===== src/rtl/cmp_out_unit.sv =====
module cmp_out_unit #(
  parameter int W = 16
) (
  input  logic         clk,
  input  logic         rst_n,
  input  logic [W-1:0] tmr_a,
  input  logic [W-1:0] tmr_b,
  input  logic         tmr_sel,
  input  logic         wr_en,
  input  logic [1:0]   wr_addr,
  input  logic [15:0]  wr_data,
  output logic         pin_out,
  output logic         pin_oe,
  output logic         irq,
  output logic         flag
);

  localparam logic [3:0] M_HIGH = 4'b1000;
  localparam logic [3:0] M_LOW  = 4'b1001;
  localparam logic [3:0] M_TOG  = 4'b0010;
  localparam logic [3:0] M_INT  = 4'b1010;

  logic [W-1:0] cmp_q;
  logic [3:0]   mode_q;
  logic         ie_q, dir_q, latch_q, flag_q, eq_q;
  logic         latch_d, mode_ok;

  wire [W-1:0] tsel    = tmr_sel ? tmr_b : tmr_a;
  wire         eq      = (tsel == cmp_q);
  wire         hit     = eq & ~eq_q;
  wire         cmp_wr  = wr_en && (wr_addr == 2'd0);
  wire         ctrl_wr = wr_en && (wr_addr == 2'd1);
  wire         clr_wr  = wr_en && (wr_addr == 2'd2) && wr_data[0];

  always_comb begin
    mode_ok = (mode_q == M_HIGH) || (mode_q == M_LOW) ||
              (mode_q == M_TOG)  || (mode_q == M_INT);
    latch_d = latch_q;
    if (hit) begin
      case (mode_q)
        M_HIGH:  latch_d = 1'b1;
        M_LOW:   latch_d = 1'b0;
        M_TOG:   latch_d = ~latch_q;
        default: latch_d = latch_q;
      endcase
    end
    if (ctrl_wr && wr_data[3:0] == 4'd0) latch_d = 1'b0;
  end

  always_ff @(posedge clk) begin
    if (!rst_n) begin
      cmp_q   <= '0;
      mode_q  <= '0;
      ie_q    <= 1'b0;
      dir_q   <= 1'b0;
      latch_q <= 1'b0;
      flag_q  <= 1'b0;
      eq_q    <= 1'b0;
    end else begin
      eq_q    <= eq;
      latch_q <= latch_d;
      if (cmp_wr) cmp_q <= wr_data[W-1:0];
      if (ctrl_wr) begin
        mode_q <= wr_data[3:0];
        ie_q   <= wr_data[4];
        dir_q  <= wr_data[5];
      end
      if (hit && mode_ok)  flag_q <= 1'b1;
      else if (clr_wr)     flag_q <= 1'b0;
    end
  end

  assign flag    = flag_q;
  assign irq     = flag_q & ie_q;
  assign pin_oe  = dir_q;
  assign pin_out = latch_q & dir_q;

  assert_no_retrigger_R2: assert property (@(posedge clk) disable iff (!rst_n)
    (eq_q && eq && !ctrl_wr) |=> $stable(latch_q));

  assert_flag_on_match_R6: assert property (@(posedge clk) disable iff (!rst_n)
    (hit && mode_ok) |=> flag_q);

  assert_int_mode_hold_R4: assert property (@(posedge clk) disable iff (!rst_n)
    (mode_q == M_INT && !ctrl_wr) |=> $stable(latch_q));

  assert_ctrl_zero_clears_R8: assert property (@(posedge clk) disable iff (!rst_n)
    (ctrl_wr && wr_data[3:0] == 4'd0) |=> !latch_q);

  assert_bad_mode_quiet_R5: assert property (@(posedge clk) disable iff (!rst_n)
    (!mode_ok && !flag_q && !ctrl_wr) |=> (!flag_q && $stable(latch_q)));

  assert_hold_set_R3: assert property (@(posedge clk) disable iff (!rst_n)
    (hit && mode_q == M_HIGH && !ctrl_wr) |=> latch_q);

endmodule


===== config.mk =====
export PLATFORM = sky130hd
export DESIGN_NAME = cmp_out_unit
export DESIGN_NICKNAME = d
export VERILOG_FILES = /design/src/rtl/cmp_out_unit.sv
export SDC_FILE = /design/constraint.sdc
export NUM_CORES = 1
export LEC_CHECK = 0
export ABC_CLOCK_PERIOD_IN_PS = 3300
export BUFFER_PORTS_ARGS = -buffer_cell sky130_fd_sc_hd__buf_4
export CORE_UTILIZATION = 26
export DETAILED_ROUTE_END_ITERATION = 6
export PLACE_DENSITY = 0.53
export RECOVER_POWER = 50
export SLEW_MARGIN = 20
export SYNTH_ARGS = -nofsm -noshare
export SYNTH_HDL_FRONTEND = slang
export SYNTH_SLANG_ARGS = --single-unit

===== constraint.sdc =====
create_clock -name clk -period 3.3 [get_ports clk]
set_input_delay 0.165 -clock clk [delete_from_list [all_inputs] [get_ports clk]]
set_output_delay 0.165 -clock clk [all_outputs]
set_load 0.005 [all_outputs]

==> impl_metrics.toml, run 1 <==
[status]
outcome = "finished with violations"
failed_checks = "max-capacitance violations, max-slew violations"

[cells_and_area]
final_util_pct = 37.1
post_route_cells_drive_above_1_share_pct = 31.1
finish.instance_area_mm2 = 0.00191
num_antenna_cells = 0
syn_to_final_growth_pct = 35.9
layoutNonFillerInstCount = 276
final_net_count = 261

[global_routing]
grtUsageMet2_pct = 22.3
met3_usage_pct = 1.98
grt_first_pass_wirelength_um = 5260
overflow = 0
grt_antenna_before_repair = 0
grt_util_met1_pct = 14.9
grt.total_usage_pct = 12.4
number_of_global_route_vias_before_repair = 1173
globalRoute.busiestLayer = "met2"
pin_count_of_the_biggest_net_entering_global_routing = 26

[sta]
worst_slew_margin_relative_to_its_limit_pct = -31.1
finalWorstPathRequiredPeriod_ns = 1.98
fmax_ghz = 0.506
report.final.slew_viol_count = 17
fin_crit_sh_pct = 59.9
worst-slew-pin-transition_ns = 1.96
final-setup-viol-count = 0
postLayoutSetupSlackWorst_ns = 1.32
skew_ns = 0.00397
timing.final.hold_violations = 0
final.hold.worst_slack_ns = 0.142
final.setup.tns_ns = 0
grt_setup_unrepaired = "false"

[drt]
avgViaCountPerCell = 4.32
drtAntennaViolNets = 0
dr_total_vias = 1191
routed_wirelength_um = 3320
wl_per_cell_um = 12.0
detail_route.iter0.violations = 44
drt-pass1-iter-count = 4
remaining_drc_errors = 0

[placement]
numPortBuffers = 57
routabilityCongestion = 0.736
placedInstanceArea_mm2 = 0.00187
post-place-ws_ns = 1.41
dpl.hpwl_um = 2530
placed_cells = 272

[clock_tree]
postCtsHoldBufs = 0
cts.repair.resized = 0
clk_root_buffer_cell = "sky130_fd_sc_hd__clkbuf_8"
post-cts-setup-buffers = 0
clock_sinks = 25
clock_insertion_delay_worst_skew_ns = 0.27
tritoncts = "built"
cts_max_path_buffers = 2
post_cts_clock_slew_at_the_launch_and_capture_registers_of_the_worst_setup_and_hold_paths_ns = 0.09
htree_levels = 1
cts_inserted_buffers = 3

[synthesis]
syn-instance-count = 153
post_synth_instance_area_mm2 = 0.00141
edff_count_synth = 0
synth.largest_area_cell = "sky130_fd_sc_hd__dfxtp_1"
syn_avg_cell_area_um2 = 9.18
synth_async_sr_flop_share_pct = 0
ys_ff_latch = 25
yosys-top-cells-area = "sky130_fd_sc_hd__dfxtp_1 36%, sky130_fd_sc_hd__mux2i_1 16%, sky130_fd_sc_hd__xor2_1 11%"
synth_sequential_area_ratio_pct = 35.6
synth.top_cell.area_share_pct = 35.6
synth_cell_type_count = 26
synth_flop_cell = "sky130_fd_sc_hd__dfxtp_1"
syn_nets = 207
synth-warning-count = 0

[setup_path]
worst_setup_path_start_kind = "input port"
critPathArrivalTime_ns = 2.18
worst-endpoint-required_ns = 3.50
setup.worst_path.end_class = "flop"
critical_path_class = "input port to flop"
critPathMaxFanout = 16

[die]
dieWidth_um = 75.5
initial_core_util_pct = 27.3
floorplan.rows = 26
fp.coreArea_mm2 = 0.00514
die_area_mm2 = 0.00570
die_h_um = 75.5
num_io_pins = 58

[flow_run]
drv.max_cap_violation_count = 1

[power]
peakVddDrop_uv = 133
power_leakage_nw = 0.863
cellPowerDensity_mw_per_mm2 = 325
total_power_draw_mw = 0.620

[hold_path]
min-delay-path-class = "input port to flop"
-- cell families after synthesis --
logic type      share of synthesized area [%]
compound gates                           10.9
xor+xnor                                 10.6
buf+inv                                  3.83
flops                                    35.6
mux                                      15.7
simple gates                             23.4
-- cells in the final DEF, fill, tap and decap left out, types with 2 or more instances in the layout --
| master | netlist | layout |
|---|---|---|
| sky130_fd_sc_hd__buf_4 | 0 | 53 |
| sky130_fd_sc_hd__nand2_1 | 33 | 33 |
| sky130_fd_sc_hd__dfxtp_1 | 25 | 25 |
| sky130_fd_sc_hd__mux2i_1 | 22 | 22 |
| sky130_fd_sc_hd__xor2_1 | 17 | 17 |
| sky130_fd_sc_hd__a21boi_0 | 16 | 16 |
| sky130_fd_sc_hd__nor2b_1 | 7 | 7 |
| sky130_fd_sc_hd__nor2_1 | 4 | 4 |
| sky130_fd_sc_hd__nand4_1 | 4 | 4 |
| sky130_fd_sc_hd__clkbuf_8 | 0 | 3 |
| sky130_fd_sc_hd__clkbuf_4 | 0 | 3 |
| sky130_fd_sc_hd__and2_1 | 3 | 2 |
-- per-layer routing --
layer | wire, µm | share of wire [%]
met2 | 1620 | 49
met4 | 26 | 0.78
met3 | 146 | 4.4
met5 | 0 | 0
met1 | 1530 | 46
-- synthesized netlist by cell type, types with 3 or more instances --
cell and instances:
sky130_fd_sc_hd__nand2_1 33, sky130_fd_sc_hd__a21boi_0 16, sky130_fd_sc_hd__nor2b_1 7, sky130_fd_sc_hd__nor2_1 4, sky130_fd_sc_hd__nand4_1 4, sky130_fd_sc_hd__xor2_1 17
sky130_fd_sc_hd__clkbuf_1 6, sky130_fd_sc_hd__mux2i_1 22, sky130_fd_sc_hd__and2_1 3, sky130_fd_sc_hd__dfxtp_1 25
-- sequential cells by signal, summed over array words and instances, names as in the netlist --
register and cells:
mode_q 4, ie_q 1, eq_q 1, flag 1, latch_q 1, pin_oe 1, cmp_q 16
-- critical path: stages --
cell	delay (ns)
sky130_fd_sc_hd__clkbuf_1	0.11
sky130_fd_sc_hd__nor3b_1	1.53
sky130_fd_sc_hd__nand2_1	0.17
sky130_fd_sc_hd__a21boi_0	0.20
-- report_power, final --
group          leakage [nW]  internal, mW  switching [mW]  total (mW)
clock                0.0255        0.0845           0.100       0.185
sequential            0.203         0.310         0.00718       0.318
combinational         0.635        0.0700          0.0473       0.117
total                 0.863         0.465           0.155       0.620
-- worst paths after layout --
kind         cells after the start  slack (ns)  startpoint  endpoint
min reg2reg                      2        0.48    cmp_q[4]  cmp_q[4]
max                              4        1.32  wr_addr[1]  cmp_q[4]
min                              3        0.14  wr_data[8]  cmp_q[8]
max reg2reg                      5        1.81    cmp_q[1]   latch_q
-- final cells by class --
type                       count  area [µm²]
fill                         575        3230
tap                           70        87.6
clock inverter                 1        5.00
sequential                    25         500
multi-input combinational    120         851
timing repair buffer          57         424
clock buffer                   3        41.3
(Power assumes the default switching activity.)
==> run 2: changes to the inputs <==
Settings changed: ABC_CLOCK_PERIOD_IN_PS 3300 to 1950.
Clock period 3.3 ns to 1.95 ns, I/O delays scaled along.
==> run 2 against run 1 <==
Against the previous run: the run now ends clean; critical endpoint is now latch_q; via count shrank 1.3%; highest routed layer unchanged; sequential cell count is the same; final cell count grew 0.36%; combinational power grew 72%; die area is the same; power grew 67%; clock power grew 61%; critical path depth grew 3.
==> impl_metrics.toml, run 2 (synthesis gave the netlist of run 1 again) <==
[clock_tree]
cts_max_path_buffers = 2
clock_insertion_delay_worst_skew_ns = 0.26
postCtsHoldBufs = 0
clock_sinks = 25
tritoncts = "built"
clk_root_buffer_cell = "sky130_fd_sc_hd__clkbuf_8"
post-cts-setup-buffers = 0
post_cts_clock_slew_at_the_launch_and_capture_registers_of_the_worst_setup_and_hold_paths_ns = 0.08
cts.repair.resized = 0
cts_inserted_buffers = 3
htree_levels = 1

[cells_and_area]
largest_register_ff_count = 16
final_net_count = 262
largest_registers = "cmp_q x16, mode_q x4"
post_route_cells_drive_above_1_share_pct = 30.9
largest-register = "cmp_q"
most_common_library_cell_in_the_layout_ignoring_fill_and_taps = "sky130_fd_sc_hd__buf_4"
final_util_pct = 37.4
finish.instance_area_mm2 = 0.00192
layoutNonFillerInstCount = 277
syn_to_final_growth_pct = 36.7
commonest_cells_after_routing_fill_and_taps_aside = "55 x sky130_fd_sc_hd__buf_4, 33 x sky130_fd_sc_hd__nand2_1, 25 x sky130_fd_sc_hd__dfxtp_1, 22 x sky130_fd_sc_hd__mux2i_1, 17 x sky130_fd_sc_hd__xor2_1"
num_antenna_cells = 0

[die]
initial_core_util_pct = 27.3
fp.coreArea_mm2 = 0.00514
dieWidth_um = 75.5
num_io_pins = 58
die_h_um = 75.5
floorplan.rows = 26
die_area_mm2 = 0.00570

[power]
power_leakage_nw = 0.870
peakVddDrop_uv = 195
cellPowerDensity_mw_per_mm2 = 539

[hold_path]
min-delay-path-class = "input port to flop"
hold_start = "wr_data[15]"

[setup_path]
critical_path_class = "input port to flop"
setup.worst_path.end_class = "flop"
critPathArrivalTime_ns = 1.68
worst_setup_path_start_kind = "input port"
regToRegStartpoint = "cmp_q[3]"
critPathMaxFanout = 16
crit_start = "tmr_sel"
worst-endpoint-required_ns = 2.10

[drt]
avgViaCountPerCell = 4.25
detail_route.iter0.violations = 14
remaining_drc_errors = 0
drt-pass1-iter-count = 4
routed_wirelength_um = 3260
drtAntennaViolNets = 0
dr_total_vias = 1176
wl_per_cell_um = 11.8

[sta]
fin_crit_sh_pct = 78.6
worst_slew_margin_relative_to_its_limit_pct = 59.9
skew_ns = 0.00385
finalWorstPathRequiredPeriod_ns = 1.53
grt_setup_unrepaired = "false"
final.setup.tns_ns = 0
report.final.slew_viol_count = 0
timing.final.hold_violations = 0
fmax_ghz = 0.652
final-setup-viol-count = 0
worst-slew-pin-transition_ns = 0.601
postLayoutSetupSlackWorst_ns = 0.416

[placement]
placed_cells = 273
dpl.hpwl_um = 2540
placedInstanceArea_mm2 = 0.00188
routabilityCongestion = 0.727
numPortBuffers = 57
post-place-ws_ns = 0.115

[global_routing]
grt.total_usage_pct = 12.1
pin_count_of_the_biggest_net_entering_global_routing = 26
number_of_global_route_vias_before_repair = 1236
grt_antenna_before_repair = 0
overflow = 0
grt_first_pass_wirelength_um = 5250

[status]
outcome = "finished clean"

[flow_run]
drv.max_cap_violation_count = 0
==> run 2: area by class of cell <==
type                    instances  area, µm²
flip-flops and latches         25        500
fillers                       578       3220
multi-input cells             120        856
well taps                      70       87.6
repair buffers                 58        432
clock buffers                   4       45.0
==> run 2: power by group <==
group          switching [mW]  leakage, nW  internal (mW)
Clock                   0.152       0.0228          0.146
Sequential             0.0118        0.203          0.525
Combinational          0.0815        0.644          0.119
==> run 2: through the flow <==
step / hold WS (ns) / power [mW]
floorplan: 0.242 / 0.651
global placement: 0.365 / 0.755
detailed placement: 0.370 / 0.755
CTS: 0.0874 / 1.06
global route: 0.0901 / 1.09
finish: 0.0879 / 1.04
==> run 2: critical path, cell delays in order <==
cell	delay, ns
sky130_fd_sc_hd__buf_4	0.26
sky130_fd_sc_hd__mux2i_1	0.27
sky130_fd_sc_hd__xor2_1	0.16
sky130_fd_sc_hd__nand4_1	0.19
sky130_fd_sc_hd__nor4_4	0.37
sky130_fd_sc_hd__nor4b_4	0.26
sky130_fd_sc_hd__nor4_2	0.07
==> run 2: final timing paths <==
check	end	slack [ns]	cells past startpoint
max	latch_q	0.42	7
min	cmp_q[15]	0.09	3
max reg2reg	latch_q	0.44	5
min reg2reg	cmp_q[0]	0.48	2
==> run 2: layer usage <==
layer  wire length [µm]  vias up  global-route usage [%]  part of all wire [%]
li1                   -      630                       -                     -
met1               1470      513                    14.3                    45
met2               1610       31                    23.0                    49
met3                161        2                    1.32                   4.9
met4                 26        0                    3.09                  0.80
met5                  0        -                       0                     0
